==> config.mk <==
export PLATFORM = sky130hd
export DESIGN_NAME = tmr_center_counter
export DESIGN_NICKNAME = d
export VERILOG_FILES = /design/src/rtl/tmr_pkg.sv /design/src/rtl/tmr_div_stage.sv /design/src/rtl/tmr_shadow_pair.sv /design/src/rtl/tmr_count_core.sv /design/src/rtl/tmr_center_counter.sv
export SDC_FILE = /design/constraint.sdc
export NUM_CORES = 1
export LEC_CHECK = 0
export CORE_ASPECT_RATIO = 0.75
export CORE_MARGIN = 3
export CORE_UTILIZATION = 40
export CTS_CLUSTER_SIZE = 10
export DETAILED_ROUTE_END_ITERATION = 12
export HOLD_SLACK_MARGIN = 0.03
export MAX_ROUTING_LAYER = met4
export SYNTH_ARGS = -nofsm -noshare
export SYNTH_HDL_FRONTEND = slang
export SYNTH_SLANG_ARGS = --single-unit
==> constraint.sdc <==
create_clock -name clk -period 4.74 [get_ports clk]
set_input_delay 0.474 -clock clk [delete_from_list [all_inputs] [get_ports clk]]
set_output_delay 0.474 -clock clk [all_outputs]
set_load 0.02 [all_outputs]
==> src/rtl/tmr_pkg.sv <==
package tmr_pkg;

   typedef enum logic {
      TMR_DIR_UP   = 1'b0,
      TMR_DIR_DOWN = 1'b1
   } tmr_dir_e;

   typedef enum logic {
      TMR_MODE_DOWN   = 1'b0,
      TMR_MODE_CENTER = 1'b1
   } tmr_mode_e;

   // smallest counter width the turning logic supports
   localparam int TMR_MIN_W = 2;

endpackage

==> src/rtl/tmr_div_stage.sv <==
// Clock divider: raises tick once every (div_lim + 1) enabled cycles.
module tmr_div_stage #(
   parameter int DIV_W = 16
) (
   input  logic             clk,
   input  logic             rst_n,
   input  logic             run,
   input  logic             restart,
   input  logic [DIV_W-1:0] div_lim,
   output logic             tick
);

   logic [DIV_W-1:0] phase_q;

   assign tick = run && !restart && (phase_q >= div_lim);

   always_ff @(posedge clk or negedge rst_n) begin
      if (!rst_n) begin
         phase_q <= '0;
      end else if (restart) begin
         phase_q <= '0;
      end else if (run) begin
         phase_q <= tick ? '0 : phase_q + 1'b1;
      end
   end

endmodule

==> src/rtl/tmr_shadow_pair.sv <==
// Written copy plus live copy; DIRECT_OK selects whether writes may bypass
// the transfer and land in the live copy straight away.
module tmr_shadow_pair #(
   parameter int W         = 16,
   parameter bit DIRECT_OK = 1'b1
) (
   input  logic         clk,
   input  logic         rst_n,
   input  logic         we,
   input  logic [W-1:0] wdata,
   input  logic         direct,
   input  logic         xfer,
   output logic [W-1:0] held_q,
   output logic [W-1:0] live_q
);

   always_ff @(posedge clk or negedge rst_n) begin
      if (!rst_n) begin
         held_q <= '0;
      end else if (we) begin
         held_q <= wdata;
      end
   end

   generate
      if (DIRECT_OK) begin : g_direct
         always_ff @(posedge clk or negedge rst_n) begin
            if (!rst_n) begin
               live_q <= '0;
            end else if (we && direct) begin
               live_q <= wdata;
            end else if (xfer) begin
               live_q <= held_q;
            end
         end
      end else begin : g_deferred
         logic unused_direct;
         assign unused_direct = direct;
         always_ff @(posedge clk or negedge rst_n) begin
            if (!rst_n) begin
               live_q <= '0;
            end else if (xfer) begin
               live_q <= held_q;
            end
         end
      end
   endgenerate

endmodule

==> src/rtl/tmr_count_core.sv <==
// Counter state machine for down and center modes.
module tmr_count_core
   import tmr_pkg::*;
#(
   parameter int CNT_W = 16
) (
   input  logic             clk,
   input  logic             rst_n,
   input  logic             tick,
   input  logic             center_mode,
   input  logic             restart,
   input  logic [CNT_W-1:0] reload_val,
   input  logic [CNT_W-1:0] peak,
   output logic [CNT_W-1:0] cnt_q,
   output tmr_dir_e         dir_q,
   output logic             boundary
);

   localparam logic [CNT_W-1:0] ONE  = CNT_W'(1);
   localparam logic [CNT_W-1:0] ZERO = '0;

   logic [CNT_W-1:0] cnt_d;
   tmr_dir_e         dir_d;
   logic             peak_zero;
   logic             at_top;

   assign peak_zero = (peak == ZERO);
   assign at_top    = !peak_zero && (cnt_q >= peak - ONE);

   always_comb begin
      cnt_d    = cnt_q;
      dir_d    = dir_q;
      boundary = 1'b0;
      if (restart) begin
         cnt_d = ZERO;
         dir_d = TMR_DIR_UP;
      end else if (tick) begin
         if (tmr_mode_e'(center_mode) == TMR_MODE_DOWN) begin
            if (cnt_q == ZERO) begin
               cnt_d    = reload_val;
               boundary = 1'b1;
            end else begin
               cnt_d = cnt_q - ONE;
            end
         end else if (dir_q == TMR_DIR_UP) begin
            if (at_top) begin
               cnt_d    = peak;
               dir_d    = TMR_DIR_DOWN;
               boundary = 1'b1;
            end else if (!peak_zero) begin
               cnt_d = cnt_q + ONE;
            end
         end else begin
            if (cnt_q == ONE) begin
               cnt_d    = ZERO;
               dir_d    = TMR_DIR_UP;
               boundary = 1'b1;
            end else if (cnt_q == ZERO) begin
               dir_d = TMR_DIR_UP;
            end else begin
               cnt_d = cnt_q - ONE;
            end
         end
      end
      if (tmr_mode_e'(center_mode) == TMR_MODE_DOWN) begin
         dir_d = TMR_DIR_UP;
      end
   end

   always_ff @(posedge clk or negedge rst_n) begin
      if (!rst_n) begin
         cnt_q <= ZERO;
         dir_q <= TMR_DIR_UP;
      end else begin
         cnt_q <= cnt_d;
         dir_q <= dir_d;
      end
   end

endmodule

==> src/rtl/tmr_center_counter.sv <==
// Top: divider, period and divider shadows, counter core, event and flag.
module tmr_center_counter
   import tmr_pkg::*;
#(
   parameter int CNT_W = 16,
   parameter int DIV_W = 16
) (
   input  logic             clk,
   input  logic             rst_n,
   input  logic             count_en,
   input  logic             center_mode,
   input  logic             reload_hold_en,
   input  logic             update_block,
   input  logic             force_update,
   input  logic             reload_we,
   input  logic [CNT_W-1:0] reload_wdata,
   input  logic             div_we,
   input  logic [DIV_W-1:0] div_wdata,
   input  logic             flag_clr,
   output logic [CNT_W-1:0] count_q,
   output logic             dir_down,
   output logic             update_pulse,
   output logic             update_flag
);

   generate
      if (CNT_W < TMR_MIN_W) begin : g_bad_cnt_w
         $error("tmr_center_counter: CNT_W below minimum");
      end
      if (DIV_W < 1) begin : g_bad_div_w
         $error("tmr_center_counter: DIV_W must be positive");
      end
   endgenerate

   logic             tick;
   logic             boundary;
   logic             upd_allowed;
   logic             xfer;
   logic [CNT_W-1:0] per_held;
   logic [CNT_W-1:0] per_live;
   logic [CNT_W-1:0] reload_val;
   logic [DIV_W-1:0] div_held;
   logic [DIV_W-1:0] div_live;
   tmr_dir_e         dir_q;

   assign upd_allowed = !update_block;
   assign xfer        = (boundary || force_update) && upd_allowed;
   // a reload that coincides with a transfer takes the value being transferred
   assign reload_val  = xfer ? per_held : per_live;

   tmr_div_stage #(.DIV_W(DIV_W)) u_div (
      .clk     (clk),
      .rst_n   (rst_n),
      .run     (count_en),
      .restart (force_update),
      .div_lim (div_live),
      .tick    (tick)
   );

   tmr_shadow_pair #(.W(CNT_W), .DIRECT_OK(1'b1)) u_per (
      .clk    (clk),
      .rst_n  (rst_n),
      .we     (reload_we),
      .wdata  (reload_wdata),
      .direct (!reload_hold_en),
      .xfer   (xfer),
      .held_q (per_held),
      .live_q (per_live)
   );

   tmr_shadow_pair #(.W(DIV_W), .DIRECT_OK(1'b0)) u_divsh (
      .clk    (clk),
      .rst_n  (rst_n),
      .we     (div_we),
      .wdata  (div_wdata),
      .direct (1'b0),
      .xfer   (xfer),
      .held_q (div_held),
      .live_q (div_live)
   );

   tmr_count_core #(.CNT_W(CNT_W)) u_core (
      .clk         (clk),
      .rst_n       (rst_n),
      .tick        (tick),
      .center_mode (center_mode),
      .restart     (force_update),
      .reload_val  (reload_val),
      .peak        (per_live),
      .cnt_q       (count_q),
      .dir_q       (dir_q),
      .boundary    (boundary)
   );

   assign dir_down = (tmr_mode_e'(center_mode) == TMR_MODE_CENTER) ?
                     (dir_q == TMR_DIR_DOWN) : 1'b1;

   always_ff @(posedge clk or negedge rst_n) begin
      if (!rst_n) begin
         update_pulse <= 1'b0;
         update_flag  <= 1'b0;
      end else begin
         update_pulse <= xfer;
         if (boundary && upd_allowed) begin
            update_flag <= 1'b1;
         end else if (flag_clr) begin
            update_flag <= 1'b0;
         end
      end
   end

endmodule

==> metrics, run 1 <==
Total Routing Usage GR=0.225; clock tree skew after final layout=0.0104 ns; main combinational cell family by area after synthesis=simple AND/OR/NAND/NOR gates; arrival time at the worst endpoint=around 4.6 ns; register area share after synthesis=0.384; post-route ant nets=0; global routing usage on met2=0.317; post-synthesis net count=796; DIE AREA=17,700 µm²; pwr/cell area=between 200 and 300 nW/µm²; # Max-Cap Violations=0; Routed WL=around 19,000 µm; die span in y=roughly 120 µm; synthesized-area fraction occupied by adder cells=0.0738; startpoint-to-endpoint class of the critical path=reg -> reg; leakage component of the power=roughly 3.2 nW; number of slew-limit violations in the final report=0; starting utilization of the core area=0.415; post-synthesis async set-or-reset flop share=1.00; post-CTS repair timing setup buffer count=0; Clock Latency Late Sink=roughly 0.36 ns; Routed wire per std cell=19.8 µm; time the worst path needs with I/O delays and setup=roughly 4.4 ns; normalized max-slew margin=0.377; worst path required time=approximately 5 ns; row cnt=39; area fraction of the dominant cell type after synthesis=0.384; vias in the first global route=5,445; final hold vios=0; met3 demand-to-capacity share in global routing=0.0478; placed wire-length estimate=between 10,000 and 15,000 µm; post-synth top area cell=dfrtp_1; Hold WC Path Type=in -> async; number of synthesized flops with an enable pin=0; unrepaired setup endpoints after global routing=no; first-pass detailed-route iteration total=5; total clock sinks=a little under 100; post-synthesis area per instance=about 9 µm²; main flop type after synthesis=dfrtp_1; synthesis-to-layout area growth=16.7%; maximum clock path buffer count=2; period utilisation layout=0.918; Max Clock Freq=between 200 and 250 MHz; Crit. End Element=flop; unique cell type count in the Yosys netlist=66; leading cell type by number of instances after synthesis=dfrtp_1; largest net degree at the start of global routing=58; number of remaining DRC errors=0; worst ir drop on vdd=171 µV; number of antenna violations at the first check in global routing=0; largest incremental delay on the critical path=approximately 0.46 ns; cell count after placement=~960; wire length of the first global-routing pass=30,300 µm; portion of netlist area occupied by mux cells=0.0732; post-synthesis cell area=around 6400 µm²; most crowded layer after global routing=met1; Final TNS setup=0 ns; total of fill cells in the finished design=about 1.5k; slew of the pin with the lowest slew margin=0.935 ns; crit path cell chain=nor4_1 -> and2b_1 -> and2_1 -> nand2_1 -> nor3_1 -> xnor2_1 -> ha_1 -> and2_0 -> a221o_1 -> a21oi_1 -> o21ai_1 -> a221o_2 -> a21oi_4 -> inv_4 -> buf_4 -> a211oi_1 -> o21ai_0; Post-CTS Hold Buffers=0; type of element launching the critical path=flop; TritonCTS clock tree=yes; Mapped Cells=716; quantity of I/O buffers inserted on ports=60; routing usage on met1=0.330; master of the slowest instance on the critical path=dfrtp_1; H-tree depth=3; number of gates given a new drive strength after cts=0; total CTS buffers=9; outcome=complete, no violations; Warnings, synthesis=0; fraction of layout cells with a size suffix above 1=0.0979; final std cells w/o fill=just under 1k; post-layout power=just over 2 mW; Die Wd=153 µm; Placer Congestion=approximately 0.94; largest fanout on the critical path=23; simple-gate portion of the synthesized area=0.194; routed via count divided by cell count=approximately 6; clock root buffer=clkbuf_16; dominant cells by area after synthesis=dfrtp_1 (38%), ha_1 (7.4%), mux2_2 (5.8%); via count=5,659; Post-synth top cells=dfrtp_1 (99), nand2_1 (79), nor2_1 (62); Ant. Diodes=0; Synth Area in Compound Gates=0.163; xor/xnor cell area share of the yosys netlist=0.0666; synthesized flop and latch total=99; sum of overflow across all layers after global routing=0; Starting DRT DRC Count=~500; placeable core region=about 16,000 µm²; net total in the final layout=about 840; clock slew seen by the registers of the worst setup and hold paths=around 0.070 ns; io pins=61; endpoints failing setup=0; Reg2Reg Setup Slack=about 0.39 ns
-- layout by cell type, fill, tap and decap left out, types with 3 or more instances in the layout --
| cell type | n |
|---|---|
| and4_1 | 7 |
| mux2_2 | 33 |
| a31oi_1 | 8 |
| nor4b_1 | 3 |
| clkdlybuf4s50_1 | 59 |
| nor2b_1 | 5 |
| a211oi_1 | 18 |
| o211ai_1 | 14 |
| a21o_1 | 4 |
| nand3_1 | 16 |
| clkinv_1 | 3 |
| xnor2_1 | 28 |
| buf_4 | 11 |
| a221oi_1 | 3 |
| inv_1 | 30 |
| ha_1 | 38 |
| inv_6 | 3 |
| nand2_1 | 79 |
| dfrtp_1 | 99 |
| nor2_1 | 62 |
| nor4_1 | 6 |
| a211o_1 | 3 |
| xor2_1 | 21 |
| a21oi_1 | 32 |
| o31ai_1 | 6 |
| mux2i_1 | 7 |
| nor3_1 | 27 |
| o21a_1 | 3 |
| nand4_1 | 17 |
| nand2b_1 | 7 |
| or2_2 | 3 |
| or3_1 | 4 |
| a22oi_1 | 4 |
| o21ai_0 | 45 |
| and2_1 | 4 |
| and3_1 | 7 |
| clkbuf_16 | 9 |
-- critical path: cells and delay by family (launching register included) --
kind | cells | cell delay, ns
adders and majority gates | 1 | 0.26
xor gates and xnor gates | 1 | 0.15
buffers and inverters | 2 | 0.28
AOI/OAI and AO/OA | 7 | 1.65
and+or+nand+nor | 6 | 1.42
DFF | 1 | 0.46
-- metal layers --
metal / vias up / wire length (µm)
li1: 2664 / -
met3: 25 / 1360
met4: 0 / 291
met5: - / 0
met2: 221 / 8080
met1: 2749 / 9500
-- worst paths after layout --
path	startpoint	endpoint	cells past startpoint
min in group clk	u_divsh.held_q[0]	u_divsh.live_q[0]	2
min	rst_n	u_core.cnt_q[11]	1
max reg2reg	u_per.live_q[2]	u_core.cnt_q[1]	17
max in group asynchronous	rst_n	u_core.cnt_q[5]	2
min reg2reg	u_divsh.held_q[0]	u_divsh.live_q[0]	2
max	u_per.live_q[2]	u_core.cnt_q[1]	17
-- logic make-up after synthesis --
kind of cell | Yosys count
fa+ha+maj | 38
simple gates | 257
flops | 99
mux | 42
buf+inv | 70
compound gates | 161
xor+xnor | 49
-- cell type report --
class | instances | area, µm² | area share
Tap cell | 205 | 256 | 0.0341
Clock buffer | 9 | 225 | 0.0300
Clock inverter | 7 | 78.8 | 0.0105
Inverter | 34 | 130 | 0.0173
Timing Repair Buffer | 70 | 673 | 0.0895
Sequential cell | 99 | 2480 | 0.329
Multi-Input combinational cell | 547 | 3680 | 0.489
-- flip-flops by register name, summed over array words and instances (netlist names) --
register        cells
u_core.cnt_q       16
u_core.dir_q        1
u_div.phase_q      16
u_divsh.held_q     16
u_divsh.live_q     16
u_per.held_q       16
u_per.live_q       16
update_flag         1
update_pulse        1
-- power breakdown --
group          switching (mW)  internal (mW)  leakage (nW)
Clock                   0.370          0.376         0.148
Sequential             0.0677          0.914          1.24
Combinational           0.191          0.147          1.79
Total                   0.629           1.44          3.18
-- through the flow --
| step | instance area (µm²) | utilization | hold slack, ns | worst slack [ns] |
|---|---|---|---|---|
| 3_5_place_dp | 7220 | 0.465 | 0.473 | 0.475 |
| 3_3_place_gp | 7220 | 0.465 | 0.462 | 0.599 |
| 6_report | 7520 | 0.485 | 0.173 | 0.389 |
| 5_1_grt | 7520 | 0.485 | 0.229 | 0.124 |
| 2_1_floorplan | 6450 | - | 0.178 | 0.855 |
| 4_1_cts | 7520 | 0.485 | 0.201 | 0.450 |
No activity file was read; power rests on OpenSTA's default activity.
==> run 2, diff against run 1 <==
ABC_AREA = 1   (was not set)
PLACE_DENSITY_LB_ADDON = 0.25   (was not set)
==> run 2 against run 1 <==
Final area is 1.7% higher. Non-clock buffer count shrank 6. Synthesized cell count up 26%. Power grew 1.0%. Sequential share of layout area fell by 0.54 points. Critical path depth is 8 higher. Maximum frequency grew 6.1%. Die area rose by 2.4%. Area after synthesis increased by 2.5%. Largest cell class unchanged.
==> metrics, run 2 <==
Starting DRT DRC Count=~540; wire length of the first global-routing pass=around 30,000 µm; starting utilization of the core area=0.410; largest incremental delay on the critical path=between 0.4 and 0.5 ns; Final TNS setup=0 ns; post-synthesis net count=roughly 980; register area share after synthesis=0.375; number of gates given a new drive strength after cts=0; total clock sinks=99; commonest cells after routing, fill and taps aside=nand2_1 (296), dfrtp_1 (99), inv_1 (81); fraction of layout cells with a size suffix above 1=0.0651; placed wire-length estimate=around 14,000 µm; Post-CTS Hold Buffers=0; final design utilization=0.474; simple-gate portion of the synthesized area=0.310; Routed wire per std cell=between 15 and 20 µm; Non-Filler Cell Area, Final=7650 µm²; leading cell type by number of instances after synthesis=nand2_1; die span in y=approximately 120 µm; placeable core region=around 16,000 µm²; post-synthesis async set-or-reset flop share=1.00; commonest non-fill, non-tap cell in the layout=nand2_1; largest fanout on the critical path=49; main combinational cell family by area after synthesis=simple AND/OR/NAND/NOR gates; xor/xnor cell area share of the yosys netlist=0.0583; synthesized-area fraction occupied by adder cells=0.0719; instance area after placement=7350 µm²; Synth Area in Compound Gates=0.0854; DIE AREA=18,100 µm²; row cnt=40; startpoint-to-endpoint class of the critical path=reg -> reg; outcome=complete, no violations; routed via count divided by cell count=5.13; net total in the final layout=just over 1k; Max Clock Freq=~240 MHz; time the worst path needs with I/O delays and setup=slightly above 4 ns; unique cell type count in the Yosys netlist=44; dominant cells by area after synthesis=dfrtp_1 (37%), nand2_1 (17%), ha_1 (7.2%); sum of overflow across all layers after global routing=0; portion of netlist area occupied by mux cells=0.0256; first-pass detailed-route iteration total=5; Mapped Cells=roughly 900; H-tree depth=3; main flop type after synthesis=dfrtp_1; area fraction of the dominant cell type after synthesis=0.375; post-synth top area cell=dfrtp_1; number of antenna violations at the first check in global routing=0; type of element launching the critical path=flop; clock root buffer=clkbuf_16; Die Wd=approximately 150 µm; most used cell, CP=nand2_1; synthesized flop and latch total=99; number of slew-limit violations in the final report=0; post-synthesis cell area=about 6600 µm²; Routed WL=~18,000 µm; post-route ant nets=0; number of remaining DRC errors=0; leakage component of the power=between 3 and 4 nW; vias in the first global route=around 5.6k; period utilisation layout=0.865; Clock Latency Late Sink=approximately 0.36 ns; normalized max-slew margin=0.433; worst ir drop on vdd=roughly 170 µV; slew of the pin with the lowest slew margin=roughly 0.85 ns; io pins=61; pre-CTS worst setup slack=between 0.6 and 0.7 ns; # Max-Cap Violations=0; Total Routing Usage GR=0.212; largest net degree at the start of global routing=67; maximum clock path buffer count=2; pwr/cell area=273 nW/µm²; clock tree skew after final layout=between 0.01 and 0.015 ns; arrival time at the worst endpoint=4.39 ns; unrepaired setup endpoints after global routing=no; synthesis-to-layout area growth=15.7%; Hold WC Path Type=in -> async; Hold Worst Slack=0.218 ns; master of the slowest instance on the critical path=dfrtp_1; endpoints failing setup=0; Post-synth top cells=nand2_1 (296), dfrtp_1 (99), inv_1 (81); Crit. End Element=flop; via count=just under 6k; post-CTS repair timing setup buffer count=0; total of fill cells in the finished design=about 1.6k; Warnings, synthesis=0; Placer Congestion=slightly below 1; buffers plus inverters on the worst setup path=1; quantity of I/O buffers inserted on ports=60; clock slew seen by the registers of the worst setup and hold paths=approximately 0.070 ns; post-synthesis area per instance=7.33 µm²; Ant. Diodes=0; family with the most delay on the worst path=simple AND/OR/NAND/NOR gates; worst path required time=approximately 5.0 ns; number of synthesized flops with an enable pin=0; TritonCTS clock tree=yes; total CTS buffers=9; PnR worst setup slack=between 0.6 and 0.7 ns; final hold vios=0
run 2: changes by cell type in the layout (fill, tap and decap cells not counted), moves of 14 or more:
cell      delta
nand2_1    +217
nand3_1     +46
inv_1       +51
o21ai_0     -14
a211oi_1    -17
o21ai_1     +21
xnor2_1     -20
mux2_2      -18
xor2_1      +15
run 2: path summary, 6_finish.rpt:
check | cells past startpoint | end | start | slack (ns)
worst max-delay path | 25 | u_core.cnt_q[8] | u_per.live_q[2] | 0.64
worst min-delay path | 1 | u_core.cnt_q[2] | rst_n | 0.22
worst max register to register | 25 | u_core.cnt_q[8] | u_per.live_q[2] | 0.64
worst min register to register | 2 | u_per.held_q[5] | u_per.held_q[5] | 0.47
max in group asynchronous | 2 | u_divsh.live_q[0] | rst_n | 3.56
min in group clk | 2 | u_per.held_q[5] | u_per.held_q[5] | 0.47
run 2: final cells by class:
class                   count  area (µm²)  share of cell area
multi-input cells         682        3640               0.476
inverters                  91         342              0.0447
flip-flops and latches     99        2480               0.324
repair buffers             64         628              0.0821
well taps                 210         263              0.0344
clock buffers               9         225              0.0295
clock inverters             7        68.8             0.00900
run 2: metrics by stage:
step | instances | total power [mW]
after floorplan | 902 | 1.24
after global placement | 1146 | 1.38
after detailed placement | 1146 | 1.38
after CTS | 1162 | 2.11
after global routing | 1162 | 2.22
final | 1162 | 2.09
run 2: cells by family (layout without fill, tap and decap cells):
| group | after synthesis | after routing |
|---|---|---|
| compound gates | 104 | 104 |
| xor+xnor | 44 | 44 |
| fa+ha+maj | 38 | 38 |
| buf+inv | 121 | 171 |
| flops | 99 | 99 |
| mux | 15 | 15 |
| simple gates | 481 | 481 |
run 2: metal layers:
| metal | global-route usage | up-vias | routed length, µm |
|---|---|---|---|
| met5 | - | - | 0 |
| met4 | 0.0397 | 0 | 136 |
| met3 | 0.0634 | 12 | 1740 |
| met2 | 0.256 | 217 | 6540 |
| met1 | 0.342 | 2736 | 9620 |
| li1 | - | 2999 | - |
run 2: power breakdown:
part           leakage, nW  internal, mW  total (mW)  switching [mW]
logic                 2.45         0.159       0.391           0.232
clock network        0.143         0.371       0.717           0.347
registers             1.26         0.916       0.978          0.0619
total                 3.85          1.45        2.09           0.641
==> run 3, diff against run 2 <==
CORE_ASPECT_RATIO = 2   (was 0.75)
==> run 3 against run 2 <==
Sequential cell count did not move. Combinational power is 2% higher. Power decreased by 2.2%. Via count rose by 1.5%. Final area shrank 0.29%. Critical path type unchanged. Critical endpoint is now u_divsh.live_q[12].
==> metrics, run 3 (same netlist as run 2, synthesis figures left out) <==
net total in the final layout=around 1.0k; Ant. Diodes=0; Final TNS setup=0 ns; Crit. End Element=flop; time the worst path needs with I/O delays and setup=~3.9 ns; Die Wd=~97 µm; starting utilization of the core area=0.413; crit path cell chain=nor2_1 -> nand3_1 -> nor4_2 -> nand3_1 -> nor2_1 -> nand2_1 -> nor3_1 -> nand3_1 -> xnor2_1 -> inv_1 -> ha_1 -> nand4_1 -> nor3_1 -> nand2_1 -> nand2_1 -> nand2_2 -> nand2_1 -> nand2_1 -> nand2_2 -> nand3_4 -> nand2_4 -> buf_4 -> nand2_1 -> o21ai_1; clock tree skew after final layout=roughly 0.0066 ns; register area=roughly 2500 µm²; placeable core region=16,000 µm²; number of gates given a new drive strength after cts=0; quantity of I/O buffers inserted on ports=60; die span in y=between 150 and 200 µm; TritonCTS clock tree=yes; H-tree depth=3; commonest cells after routing, fill and taps aside=nand2_1 (296), dfrtp_1 (99), inv_1 (81); startpoint-to-endpoint class of the critical path=reg -> reg; area used by multi-input combinational logic=3640 µm²; worst ir drop on vdd=~230 µV; number of slew-limit violations in the final report=0; fraction of layout cells with a size suffix above 1=0.0639; largest incremental delay on the critical path=roughly 0.42 ns; type of element launching the critical path=flop; routed via count divided by cell count=about 5.2; most used cell, CP=nand2_1; placed wire-length estimate=14,900 µm; maximum clock path buffer count=2; clock root buffer=clkbuf_16; pwr/cell area=between 200 and 300 nW/µm²; outcome=complete, no violations; final hold vios=0; wire length of the first global-routing pass=slightly above 30,000 µm; Hold WC Path Type=in -> async; normalized max-slew margin=0.447; Starting DRT DRC Count=approximately 300; first-pass detailed-route iteration total=6; clock slew seen by the registers of the worst setup and hold paths=about 0.07 ns; largest net degree at the start of global routing=67; number of remaining DRC errors=0; arrival time at the worst endpoint=between 4 and 5 ns; number of antenna violations at the first check in global routing=0; master of the slowest instance on the critical path=dfrtp_1; leakage component of the power=roughly 3.8 nW; Post-CTS Hold Buffers=0; Routed wire per std cell=between 15 and 20 µm; Total Routing Usage GR=0.220; Clock Latency Late Sink=~0.35 ns; io pins=between 60 and 70; post-CTS repair timing setup buffer count=0; row cnt=65; vias in the first global route=around 6k; largest fanout on the critical path=34; via count=approximately 6.1k; Placer Congestion=approximately 0.96; unrepaired setup endpoints after global routing=no; # Max-Cap Violations=0; period utilisation layout=0.831; final std cells w/o fill=approximately 1.2k; commonest non-fill, non-tap cell in the layout=nand2_1; Routed WL=about 19,000 µm; worst path required time=5.02 ns; Max Clock Freq=roughly 250 MHz; post-route ant nets=0; total clock sinks=99; synthesis-to-layout area growth=15.3%; cell count after placement=~1.1k; DIE AREA=around 18,000 µm²; endpoints failing setup=0; total of fill cells in the finished design=roughly 1.6k; slew of the pin with the lowest slew margin=0.829 ns; total CTS buffers=9; sum of overflow across all layers after global routing=0
[run 3: changes by cell type in the layout (fill, tap and decap cells not counted)]
cell,change
clkbuf_1,+3
clkinv_8,-1
clkinvlp_4,+1
clkinv_2,-1
buf_4,+3
inv_8,-2
inv_6,-1
[run 3: metrics by stage]
step	instance area, µm²	power, mW	worst slack, ns	hold WS (ns)	utilization
2_1_floorplan	6610	1.24	1.42	0.178	-
3_3_place_gp	7360	1.39	0.854	0.453	0.460
3_5_place_dp	7360	1.39	0.750	0.459	0.460
4_1_cts	7620	2.08	0.737	0.260	0.476
5_1_grt	7620	2.17	0.256	0.301	0.476
6_report	7620	2.04	0.801	0.225	0.476
[run 3: path summary, 6_finish.rpt]
kind	startpoint	endpoint	slack, ns	depth (start not counted)
min in group clk	u_per.held_q[7]	u_per.held_q[7]	0.47	2
worst max register to register	u_per.live_q[2]	u_divsh.live_q[12]	0.80	24
worst max-delay path	u_per.live_q[2]	u_divsh.live_q[12]	0.80	24
worst min register to register	u_per.held_q[7]	u_per.held_q[7]	0.47	2
worst min-delay path	rst_n	u_divsh.held_q[10]	0.23	1
max in group asynchronous	rst_n	u_core.cnt_q[12]	3.55	2
[run 3: power breakdown]
| group | internal (mW) | total (mW) | switching (mW) | leakage, nW |
|---|---|---|---|---|
| logic | 0.160 | 0.399 | 0.239 | 2.46 |
| clock network | 0.356 | 0.670 | 0.314 | 0.119 |
| registers | 0.917 | 0.973 | 0.0560 | 1.26 |
[run 3: metal layers]
metal  up-vias  wire, µm  track usage
met5         -         0            -
met4         0      1420        0.163
met3        74       484       0.0257
met2       174     10200        0.397
met1      2801      6490        0.210
li1       3004         -            -
[run 3: area by class of cell]
| class | instances | area share |
|---|---|---|
| clock buffers | 12 | 0.0310 |
| clock inverters | 3 | 0.00312 |
| inverters | 91 | 0.0448 |
| multi-input cells | 682 | 0.478 |
| flip-flops and latches | 99 | 0.325 |
| well taps | 201 | 0.0330 |
| repair buffers | 67 | 0.0853 |
[run 3: critical path, delay by kind of cell, from the launching register on]
family	cells	cell delay (ns)
XOR/XNOR	1	0.16
buffers and inverters	2	0.34
adder cells (fa/ha/maj)	1	0.30
AND/OR/NAND/NOR	19	2.56
AO/OA/AOI/OAI	1	0.08
flip-flops	1	0.42
